**src/rtl/ppm_tx.sv**
```systemverilog
module ppm_tx #(
  parameter int DATA_W      = 8,
  parameter int SLOT_TICKS  = 811,
  parameter int PULSE_TICKS = 40
) (
  input  logic              clk,
  input  logic              rst,
  input  logic              in_valid,
  input  logic [DATA_W-1:0] in_data,
  output logic              in_ready,
  output logic              pulse_out
);
  localparam int TW = (SLOT_TICKS > 1) ? $clog2(SLOT_TICKS) : 1;
  localparam logic [TW-1:0]     TICK_LAST = TW'(SLOT_TICKS - 1);
  localparam logic [TW:0]       PULSE_LIM = (TW+1)'(PULSE_TICKS);
  localparam logic [DATA_W-1:0] SLOT_LAST = '1;

  generate
    if (PULSE_TICKS < 1 || PULSE_TICKS > SLOT_TICKS) begin : g_bad_width
      $error("ppm_tx: PULSE_TICKS must lie in 1..SLOT_TICKS");
    end
  endgenerate

  logic              busy;
  logic [TW-1:0]     tick_cnt;
  logic [DATA_W-1:0] slot_cnt;
  logic [DATA_W-1:0] data_q;

  wire tick_end  = (tick_cnt == TICK_LAST);
  wire frame_end = busy && tick_end && (slot_cnt == SLOT_LAST);
  wire accept    = in_valid && in_ready;

  assign in_ready  = !busy || frame_end;
  assign pulse_out = busy && (slot_cnt == data_q) && ({1'b0, tick_cnt} < PULSE_LIM);

  always_ff @(posedge clk) begin
    if (rst) begin
      busy     <= 1'b0;
      tick_cnt <= '0;
      slot_cnt <= '0;
      data_q   <= '0;
    end else if (accept) begin
      busy     <= 1'b1;
      tick_cnt <= '0;
      slot_cnt <= '0;
      data_q   <= in_data;
    end else if (frame_end) begin
      busy     <= 1'b0;
      tick_cnt <= '0;
      slot_cnt <= '0;
    end else if (busy) begin
      if (tick_end) begin
        tick_cnt <= '0;
        slot_cnt <= slot_cnt + 1'b1;
      end else begin
        tick_cnt <= tick_cnt + 1'b1;
      end
    end
  end

  assert_reset_idle_R1: assert property (@(posedge clk)
    rst |=> !busy && !pulse_out && in_ready);

  assert_accept_starts_R5: assert property (@(posedge clk) disable iff (rst)
    accept |=> busy && tick_cnt == '0 && slot_cnt == '0 && data_q == $past(in_data));

  assert_rise_at_slot_R3: assert property (@(posedge clk) disable iff (rst)
    $rose(pulse_out) |-> tick_cnt == '0 && slot_cnt == data_q);

  assert_pulse_ends_R4: assert property (@(posedge clk) disable iff (rst)
    (pulse_out && {1'b0, tick_cnt} == PULSE_LIM - 1'b1 && !accept) |=> !pulse_out);

  assert_idle_after_frame_R6: assert property (@(posedge clk) disable iff (rst)
    (frame_end && !in_valid) |=> !busy && !pulse_out);

  assert_data_held_R7: assert property (@(posedge clk) disable iff (rst)
    (busy && !accept) |=> $stable(data_q));
endmodule

```
**config.mk**
```make
export PLATFORM = sky130hd
export DESIGN_NAME = ppm_tx
export DESIGN_NICKNAME = d
export VERILOG_FILES = /design/src/rtl/ppm_tx.sv
export SDC_FILE = /design/constraint.sdc
export NUM_CORES = 1
export LEC_CHECK = 0
export CAP_MARGIN = 20
export CELL_PAD_IN_SITES_DETAIL_PLACEMENT = 0
export CELL_PAD_IN_SITES_GLOBAL_PLACEMENT = 1
export CORE_ASPECT_RATIO = 1.2
export CORE_MARGIN = 5
export CORE_UTILIZATION = 43
export DETAILED_ROUTE_END_ITERATION = 8
export PLACE_DENSITY_LB_ADDON = 0.15
export SETUP_SLACK_MARGIN = 0.4
export SKIP_CTS_REPAIR_TIMING = 1
export SYNTH_ARGS = -nofsm -noshare
export SYNTH_HDL_FRONTEND = slang
export SYNTH_SLANG_ARGS = --single-unit
```
**constraint.sdc**
```tcl
create_clock -name clk -period 2.3 [get_ports clk]
set_clock_uncertainty 0.15 [all_clocks]
set_input_delay 0.345 -clock clk [delete_from_list [all_inputs] [get_ports clk]]
set_output_delay 0.345 -clock clk [all_outputs]
set_load 0.02 [all_outputs]
```
==> metrics.md, run 1 <==
| Metric | Value |
|---|---|
| Final count of pins violating max slew | 0 |
| Die area | 0.00460 mm^2 |
| CP max FO | 3 |
| Die W | 62.8 um |
| Max rail drop VDD | 0.328 mV |
| Final global-route overflow total | 0 |
| Number of antenna violations at the first check in global routing | 0 |
| Placeable core area | 0.00328 mm^2 |
| Sum Neg Setup Slack | 0 ns |
| Relative slew slack | 75.9% |
| Maximum number of pins on one net before global-route repair | 21 |
| Data required time at the worst endpoint | 1.80 ns |
| Number of sinks on the clock net | 27 |
| Met3 Track Usage GR | 2.75% |
| Clock slew seen by the registers of the worst setup and hold paths | 0.09 ns |
| Post-DP Area | 0.00171 mm^2 |
| Number of top-level pins | 13 |
| Cell area after layout | 0.00193 mm^2 |
| Number of synthesized register bits | 27 |
| Static Leak | 0.714 nW |
| Nets@finish | 207 |
| Class of the most critical hold timing path | reg2reg |
| Detailed-router iteration count before antenna repair | 4 |
| Clock Tree Root | clkbuf_8 |
| TritonCTS Buffers | 3 |
| Hold slack | 0.347 ns |
| Count of fill cells added during filler insertion | 302 |
| Synth Warn # | 0 |
| CP Class | reg2out |
| Fin crit share | 87.2% |
| Wire length reported by the detailed router | 3740 um |
| Time the worst path needs with I/O delays and setup | 2.01 ns |
| Placer congestion estimate | 0.900 |
| Insertion delay to the later sink of the worst-skew pair | 0.27 ns |
| Final hold violations | 0 |
| Clock tree from TritonCTS | built |
| DRC errors left | 0 |
| Outcome | finished clean |
| Synthesized instance count | 161 |
| Gr busiest metal | met2 |
| Row cnt | 23 |
| Number of antenna diodes | 0 |
| Portion of the post-synthesis area used by sequential elements | 37.6% |
| Transition at the pin with the smallest max-transition slack | 0.361 ns |
| Average size of a mapped cell | 8.92 um^2 |
| Final setup violation count | 0 |
| Die height | 73.3 um |
| Arrival time at the worst endpoint | 1.51 ns |
| Routed vias | 1308 |
| FMAX | 499 MHz |
| I/O Buffers | 12 |
| Max-capacitance violation count | 0 |
| Met2 routing resource usage after global routing | 30.5% |
| Grt met1 use | 17.2% |
| Net count after synthesis | 175 |
| Htree depth | 1 |
| Final HPWL from detailed placement | 2650 um |
| Overall fraction of global-route tracks in use | 15.4% |
| Type of origin of the critical path | register |
| Avg Vias per Cell | 5.71 |
| Vias in the first global route | 1216 |
| Type of destination of the critical path | output port |
| Synth unique cells | 34 |
| Layout cells sized above 1 | 28.6% |
| Buffer levels on the longest clock path | 2 |
| Antenna-violating nets left | 0 |
| First-iteration detailed-routing DRC count | 41 |
| Synthesis-to-layout area growth | 34.7% |
| Total power per unit cell area | 454 mW/mm^2 |
| Unrepaired setup endpoints after global routing | true |
| First-pass GRT wire length | 5690 um |
| Area of the mapped netlist | 0.00144 mm^2 |
| Routed len/inst | 16.3 um |
| Effective utilization at floorplan | 43.8% |
==> sequential cells by signal, indices dropped and copies added (netlist names) <==
register	cells
slot_cnt	8
tick_cnt	10
busy	1
data_q	8
==> power breakdown <==
part           switching [W]  internal (W)  leakage [nW]  total, W
Sequential         0.0000111      0.000481         0.222  0.000492
Combinational      0.0000563     0.0000635         0.467  0.000120
Clock               0.000146      0.000121        0.0255  0.000267
Total               0.000213      0.000666         0.714  0.000879
==> kinds of logic (layout without fill, tap and decap cells) <==
logic type      after synthesis  in the layout  synth area share [%]
compound gates               22             22                  10.0
xor+xnor                     17             17                  10.4
simple gates                 73             74                  29.8
flops                        27             27                  37.6
fa+ha+maj                     3              3                  2.61
buf+inv                      10             40                  3.31
mux                           9              9                  6.27
==> synth_stat cells <==
master    count  area [um^2]
o31ai_1       3         22.5
inv_1         3         11.3
a31oi_1       2         12.5
ha_1          3         37.5
nand2b_1     16          100
nor3b_4       1         18.8
mux2i_1       9         90.1
nor2_1       10         37.5
or3_1         4         25.0
xnor2_1      13          114
or4_1         1         7.51
nor4_1        3         18.8
buf_6         1         11.3
dfxtp_1      27          541
o21ai_0       5         25.0
nand4_2       1         12.5
clkbuf_1      4         15.0
xor2_1        4         35.0
nand3_1       5         25.0
a211oi_1      4         30.0
and4bb_1      1         12.5
a21oi_1       4         20.0
buf_2         2         10.0
nand4_1       7         43.8
a22oi_1       1         7.51
a21boi_0      1         7.51
a311oi_1      1         8.76
nor4_2        1         12.5
nor3_1        8         40.0
or3b_1        1         8.76
nand2_1      10         37.5
o32a_1        1         10.0
and3_1        3         18.8
and4_1        1         8.76
==> critical path, stage by stage (launching register included) <==
cell	delay, ns
dfxtp_2	0.35
inv_2	0.09
ha_4	0.13
and4bb_1	0.23
nand2_2	0.09
o31ai_4	0.21
buf_6	0.15
==> per-stage QoR <==
| step | power, W | util, % | std cells | worst slack (ns) |
|---|---|---|---|---|
| after floorplan | 0.000563 | - | 161 | 0.448 |
| after global placement | 0.000605 | 52.0 | 220 | 0.00502 |
| after detailed placement | 0.000608 | 52.0 | 220 | -0.00584 |
| after CTS | 0.000878 | 53.4 | 224 | -0.318 |
| after global routing | 0.000930 | 59.0 | 229 | 0.224 |
| final | 0.000879 | 59.0 | 229 | 0.294 |
==> per-layer routing <==
layer  vias up  share of wire [%]
met5         -                  0
met4         0               0.16
met3         2                2.6
met2        19                 56
met1       638                 41
li1        649                  -
==> final cells by class <==
class,instances,area (um^2),share of cell area [%]
Clock buffer,3,41.3,2.13
Clock inverter,1,5.00,0.259
Inverter,3,11.3,0.582
Multi-Input combinational cell,125,1000,51.8
Sequential cell,27,548,28.3
Tap cell,37,46.3,2.39
Timing Repair Buffer,33,280,14.5
==> placed cells by master (no fill, tap or decap), types with 2 or more instances in the layout <==
cell type / instances
mux2i_1: 9
a211oi_2: 4
dfxtp_1: 21
dfxtp_2: 6
o21ai_0: 5
a21oi_1: 4
clkbuf_8: 3
ha_4: 2
nor4_2: 2
or3_1: 2
xnor2_1: 13
nand2_2: 2
nand4_1: 7
nor2_1: 10
inv_1: 2
or3_4: 2
o31ai_4: 2
clkdlybuf4s50_1: 10
nand2_1: 8
and3_1: 3
xor2_1: 4
a31oi_1: 2
nor3_1: 8
buf_6: 2
buf_4: 21
nand3_1: 4
nand2b_1: 16
==> worst paths after layout <==
| kind | start | end | slack [ns] | cells past startpoint |
|---|---|---|---|---|
| max | tick_cnt[0] | in_ready | 0.29 | 6 |
| min | data_q[4] | data_q[4] | 0.35 | 2 |
| max reg2reg | tick_cnt[0] | slot_cnt[7] | 0.29 | 7 |
| min reg2reg | data_q[4] | data_q[4] | 0.35 | 2 |
Power figures use the tool's default switching activity.
==> run 2: changes to the inputs <==
--- a/config.mk
+++ b/config.mk
@@ -15,6 +15,8 @@
 export PLACE_DENSITY_LB_ADDON = 0.15
 export SETUP_SLACK_MARGIN = 0.4
 export SKIP_CTS_REPAIR_TIMING = 1
+export SLEW_MARGIN = 10
 export SYNTH_ARGS = -nofsm -noshare
 export SYNTH_HDL_FRONTEND = slang
 export SYNTH_SLANG_ARGS = --single-unit
+export TNS_END_PERCENT = 5
==> run 2 against run 1 <==
First-iteration DRC count up 20%. Setup slack worse by 0.024 ns. Non-clock buffer count increased by 2. Via count shrank 1.1%. Hold slack lost 0.0016 ns. Largest cell class unchanged. Largest power group unchanged. Highest routed layer unchanged.
==> metrics.md, run 2 (synthesized netlist as in run 1, its figures left out) <==
| Metric | Value |
|---|---|
| Outcome | finished clean |
| Fin crit share | 88.3% |
| Proportion of power drawn by flip-flops and latches | 54.1% |
| Final HPWL from detailed placement | 2700 um |
| Clock Tree Root | clkbuf_8 |
| Routed vias | 1293 |
| Transition at the pin with the smallest max-transition slack | 0.294 ns |
| Routed len/inst | 15.8 um |
| Time the worst path needs with I/O delays and setup | 2.03 ns |
| Post-route core utilization | 56.6% |
| Static Leak | 0.709 nW |
| Overall fraction of global-route tracks in use | 16.0% |
| CP Class | reg2reg |
| I/O Buffers | 12 |
| Number of antenna violations at the first check in global routing | 0 |
| Vias in the first global route | 1189 |
| Class of the most critical hold timing path | reg2reg |
| Placeable core area | 0.00328 mm^2 |
| Buffer levels on the longest clock path | 2 |
| Htree depth | 1 |
| Antenna-violating nets left | 0 |
| Largest Register | tick_cnt |
| DRC errors left | 0 |
| Max-capacitance violation count | 0 |
| Fraction of power spent switching nets | 26.2% |
| Number of sinks on the clock net | 27 |
| Placement-stage worst setup slack | 0.0629 ns |
| Final count of pins violating max slew | 0 |
| Placer congestion estimate | 0.902 |
| Die area | 0.00460 mm^2 |
| Number of antenna diodes | 0 |
| Number of flip-flops under the largest register name | 10 |
| Net switching power | 0.000237 W |
| Wire length reported by the detailed router | 3640 um |
| FMAX | 493 MHz |
| First-iteration detailed-routing DRC count | 49 |
| Final global-route overflow total | 0 |
| Insertion delay to the later sink of the worst-skew pair | 0.30 ns |
| Type of destination of the critical path | register |
| Data required time at the worst endpoint | 2.37 ns |
| Total power per unit cell area | 486 mW/mm^2 |
| Avg Vias per Cell | 5.62 |
| Biggest regs | tick_cnt x10, data_q x8, slot_cnt x8 |
| Final setup violation count | 0 |
| Die W | 62.8 um |
| Die height | 73.3 um |
| Relative slew slack | 80.2% |
| Final hold violations | 0 |
| Worst-case setup margin in the final layout | 0.270 ns |
| Arrival time at the worst endpoint | 2.10 ns |
| Maximum number of pins on one net before global-route repair | 21 |
| Nets@finish | 208 |
| Type of origin of the critical path | register |
| Clock slew seen by the registers of the worst setup and hold paths | 0.11 ns |
| Most frequent standard cell in the layout excluding fill and tap cells | dfxtp_1 |
| Detailed-router iteration count before antenna repair | 4 |
| Row cnt | 23 |
| TritonCTS Buffers | 3 |
| Layout cells sized above 1 | 25.4% |
| Part of the total power dissipated in the clock network | 33.2% |
| Synthesis-to-layout area growth | 29.4% |
| Number of top-level pins | 13 |
| Highest-count cells in the layout ignoring fill and taps | dfxtp_1 (21), buf_4 (20), nand2b_1 (16), xnor2_1 (13) |
| Effective utilization at floorplan | 43.8% |
| Unrepaired setup endpoints after global routing | true |
| Combinational share of power | 12.7% |
| Clock tree from TritonCTS | built |
| Max rail drop VDD | 0.344 mV |
| CP max FO | 7 |
| Internal power contribution | 0.000666 W |
| First-pass GRT wire length | 5700 um |
-- run 2: cell types whose count changed in the layout (fill, tap and decap cells not counted), moves of 2 or more --
cell,change
a211oi_1,+4
a211oi_2,-4
buf_6,+2
ha_4,-2
or3_1,+2
or3_4,-2
-- run 2: power groups by stage --
stage          combinational, W  sequential [W]  clock, W
2_1_floorplan         0.0000614        0.000500         0
3_3_place_gp           0.000106        0.000499         0
3_5_place_dp           0.000108        0.000500         0
4_1_cts                0.000109        0.000489  0.000304
5_1_grt                0.000123        0.000490  0.000322
6_report               0.000115        0.000489  0.000300
-- run 2: path summary, 6_finish.rpt --
path / from / to / slack [ns] / cells after the start
setup / recovery: tick_cnt[0] / slot_cnt[5] / 0.27 / 8
hold / removal: data_q[5] / data_q[5] / 0.35 / 2
setup reg to reg: tick_cnt[0] / slot_cnt[5] / 0.27 / 8
hold reg to reg: data_q[5] / data_q[5] / 0.35 / 2
-- run 2: metal layers --
layer,GRT usage (%),share of wire (%),vias to the layer above
met5,0,0,-
met4,8.25,2.1,0
met3,1.99,3.1,5
met2,28.7,52,21
met1,18.8,42,629
li1,-,-,638
-- run 2: area by class of cell --
cell class | count | area, um^2
Clock buffer | 3 | 41.3
Clock inverter | 1 | 7.51
Fill cell | 303 | 1420
Inverter | 3 | 11.3
Multi-Input combinational cell | 124 | 903
Sequential cell | 27 | 548
Tap cell | 37 | 46.3
Timing Repair Buffer | 35 | 300
-- run 2: critical path, cell delays in order (launching register included) --
cell and delay, ns:
dfxtp_2 0.34, inv_2 0.06, ha_1 0.13, and4bb_1 0.25, buf_6 0.13, nand4_4 0.14, buf_6 0.17, or3_1 0.34
a211oi_1 0.24
-- run 2: metrics by stage --
stage               area [um^2]  setup TNS (ns)  std cells  hold WS (ns)  power (W)
floorplan                  1440               0        161         0.314   0.000561
global placement           1710               0        221         0.325   0.000605
detailed placement         1710               0        221         0.332   0.000608
CTS                        1760          -0.525        225         0.348   0.000901
global route               1860               0        230         0.377   0.000935
finish                     1860               0        230         0.345   0.000903
==> run 3: changes to the inputs <==
--- a/config.mk
+++ b/config.mk
@@ -13,9 +13,8 @@
 export CORE_UTILIZATION = 43
 export DETAILED_ROUTE_END_ITERATION = 8
 export PLACE_DENSITY_LB_ADDON = 0.15
-export SETUP_SLACK_MARGIN = 0.4
+export SETUP_SLACK_MARGIN = 0.02
 export SKIP_CTS_REPAIR_TIMING = 1
-export SLEW_MARGIN = 10
 export SYNTH_ARGS = -nofsm -noshare
 export SYNTH_HDL_FRONTEND = slang
 export SYNTH_SLANG_ARGS = --single-unit
==> run 3 against run 2 <==
Clock-buffer cell count grew 1. Setup slack lost 0.13 ns. Largest cell class unchanged. Non-clock buffer count shrank 2. Sequential cell count is the same. Highest routed layer unchanged.
==> metrics.md, run 3 (synthesized netlist as in run 1, its figures left out) <==
| Metric | Value |
|---|---|
| Hold slack | 0.347 ns |
| Vias in the first global route | 1175 |
| Max-capacitance violation count | 0 |
| Insertion delay to the later sink of the worst-skew pair | 0.27 ns |
| Overall fraction of global-route tracks in use | 14.9% |
| Die area | 0.00460 mm^2 |
| First-pass GRT wire length | 5490 um |
| Unrepaired setup endpoints after global routing | true |
| Chain of cells forming the critical path | inv_1 > nor4_1 > nand3_1 > nor4_2 > clkbuf_2 |
| First-iteration detailed-routing DRC count | 32 |
| I/O Buffers | 12 |
| Row cnt | 23 |
| Placeable core area | 0.00328 mm^2 |
| Type of destination of the critical path | output port |
| Number of sinks on the clock net | 27 |
| Antenna-violating nets left | 0 |
| Final global-route overflow total | 0 |
| CP Class | reg2out |
| Number of antenna diodes | 0 |
| Max stage delay cell, worst path | nor4_1 |
| Clock slew seen by the registers of the worst setup and hold paths | 0.09 ns |
| Slowest cell delay on critical path | 0.36 ns |
| Number of top-level pins | 13 |
| Detailed-router iteration count before antenna repair | 4 |
| Synthesis-to-layout area growth | 23.3% |
| Fin crit share | 93.9% |
| CP max FO | 2 |
| Sum Neg Setup Slack | 0 ns |
| Nets@finish | 206 |
| Htree depth | 1 |
| FMAX | 463 MHz |
| Setup slack of the worst register-to-register path | 0.20 ns |
| Layout cells sized above 1 | 16.2% |
| Time the worst path needs with I/O delays and setup | 2.16 ns |
| Static Leak | 0.669 nW |
| Highest-count cells in the layout ignoring fill and taps | dfxtp_1 (27), buf_4 (21), nand2b_1 (16), xnor2_1 (13) |
| Relative slew slack | 67.9% |
| Avg Vias per Cell | 5.40 |
| Die height | 73.3 um |
| Type of origin of the critical path | register |
| Transition at the pin with the smallest max-transition slack | 0.481 ns |
| Clock tree from TritonCTS | built |
| Cell area after layout | 0.00177 mm^2 |
| Clock Tree Root | clkbuf_8 |
| Routed len/inst | 13.8 um |
| Post-DP Area | 0.00172 mm^2 |
| Final hold violations | 0 |
| Wire length reported by the detailed router | 3140 um |
| TritonCTS Buffers | 3 |
| Final count of pins violating max slew | 0 |
| Max rail drop VDD | 0.317 mV |
| Arrival time at the worst endpoint | 1.66 ns |
| Total power | 0.000864 W |
| Placer congestion estimate | 0.759 |
| Maximum number of pins on one net before global-route repair | 21 |
| Number of flip-flops under the largest register name | 10 |
| Total power per unit cell area | 488 mW/mm^2 |
| Class of the most critical hold timing path | reg2reg |
| Number of antenna violations at the first check in global routing | 0 |
| Largest Register | tick_cnt |
| Most frequent standard cell in the layout excluding fill and tap cells | dfxtp_1 |
| Outcome | finished clean |
| Post-layout instance count excluding filler cells | 228 |
| Data required time at the worst endpoint | 1.80 ns |
| Count of fill cells added during filler insertion | 325 |
| Die W | 62.8 um |
| Routed vias | 1231 |
| Final setup violation count | 0 |
| Cell count after placement | 224 |
| DRC errors left | 0 |
| Biggest regs | tick_cnt x10, data_q x8, slot_cnt x8 |
| Buffer levels on the longest clock path | 2 |
| Effective utilization at floorplan | 43.8% |
| Final HPWL from detailed placement | 2490 um |
-- run 3: final cells by class --
class	instances	area, um^2	share of cell area (%)
Clock buffer	4	45.0	2.54
Multi-Input combinational cell	124	860	48.6
Tap cell	37	46.3	2.61
Timing Repair Buffer	33	268	15.1
Inverter	3	11.3	0.636
Sequential cell	27	541	30.5
-- run 3: metrics by stage --
step                      utilization (%)  setup slack, ns
after floorplan                         -            0.263
after global placement               52.6          -0.0732
after detailed placement             52.6          -0.0817
after CTS                            53.9           -0.412
after global routing                 54.0           0.0134
final                                54.0            0.141
-- run 3: final timing paths --
kind                                   from     endpoint  cells after the start
worst min-delay path              data_q[1]    data_q[1]                      2
worst max-delay path                   busy    pulse_out                      5
worst max register to register  tick_cnt[0]  slot_cnt[7]                      7
worst min register to register    data_q[1]    data_q[1]                      2
-- run 3: critical path, delay by kind of cell, from the launching register on --
family / cells / cell delay (ns)
AND/OR/NAND/NOR: 3 / 0.78
flip-flops: 1 / 0.33
buffers and inverters: 2 / 0.27
-- run 3: report_power, final --
part           switching [W]  internal (W)
registers         0.00000875      0.000480
logic              0.0000509     0.0000570
clock network       0.000144      0.000124
-- run 3: routing by layer --
layer  global-route usage (%)  up-vias  share of wire (%)
met3                     2.45        5                3.4
met1                     19.3      570                 49
met4                     5.66        0                1.7
li1                         -      640                  -
met2                     25.0       16                 46
met5                        0        -                  0
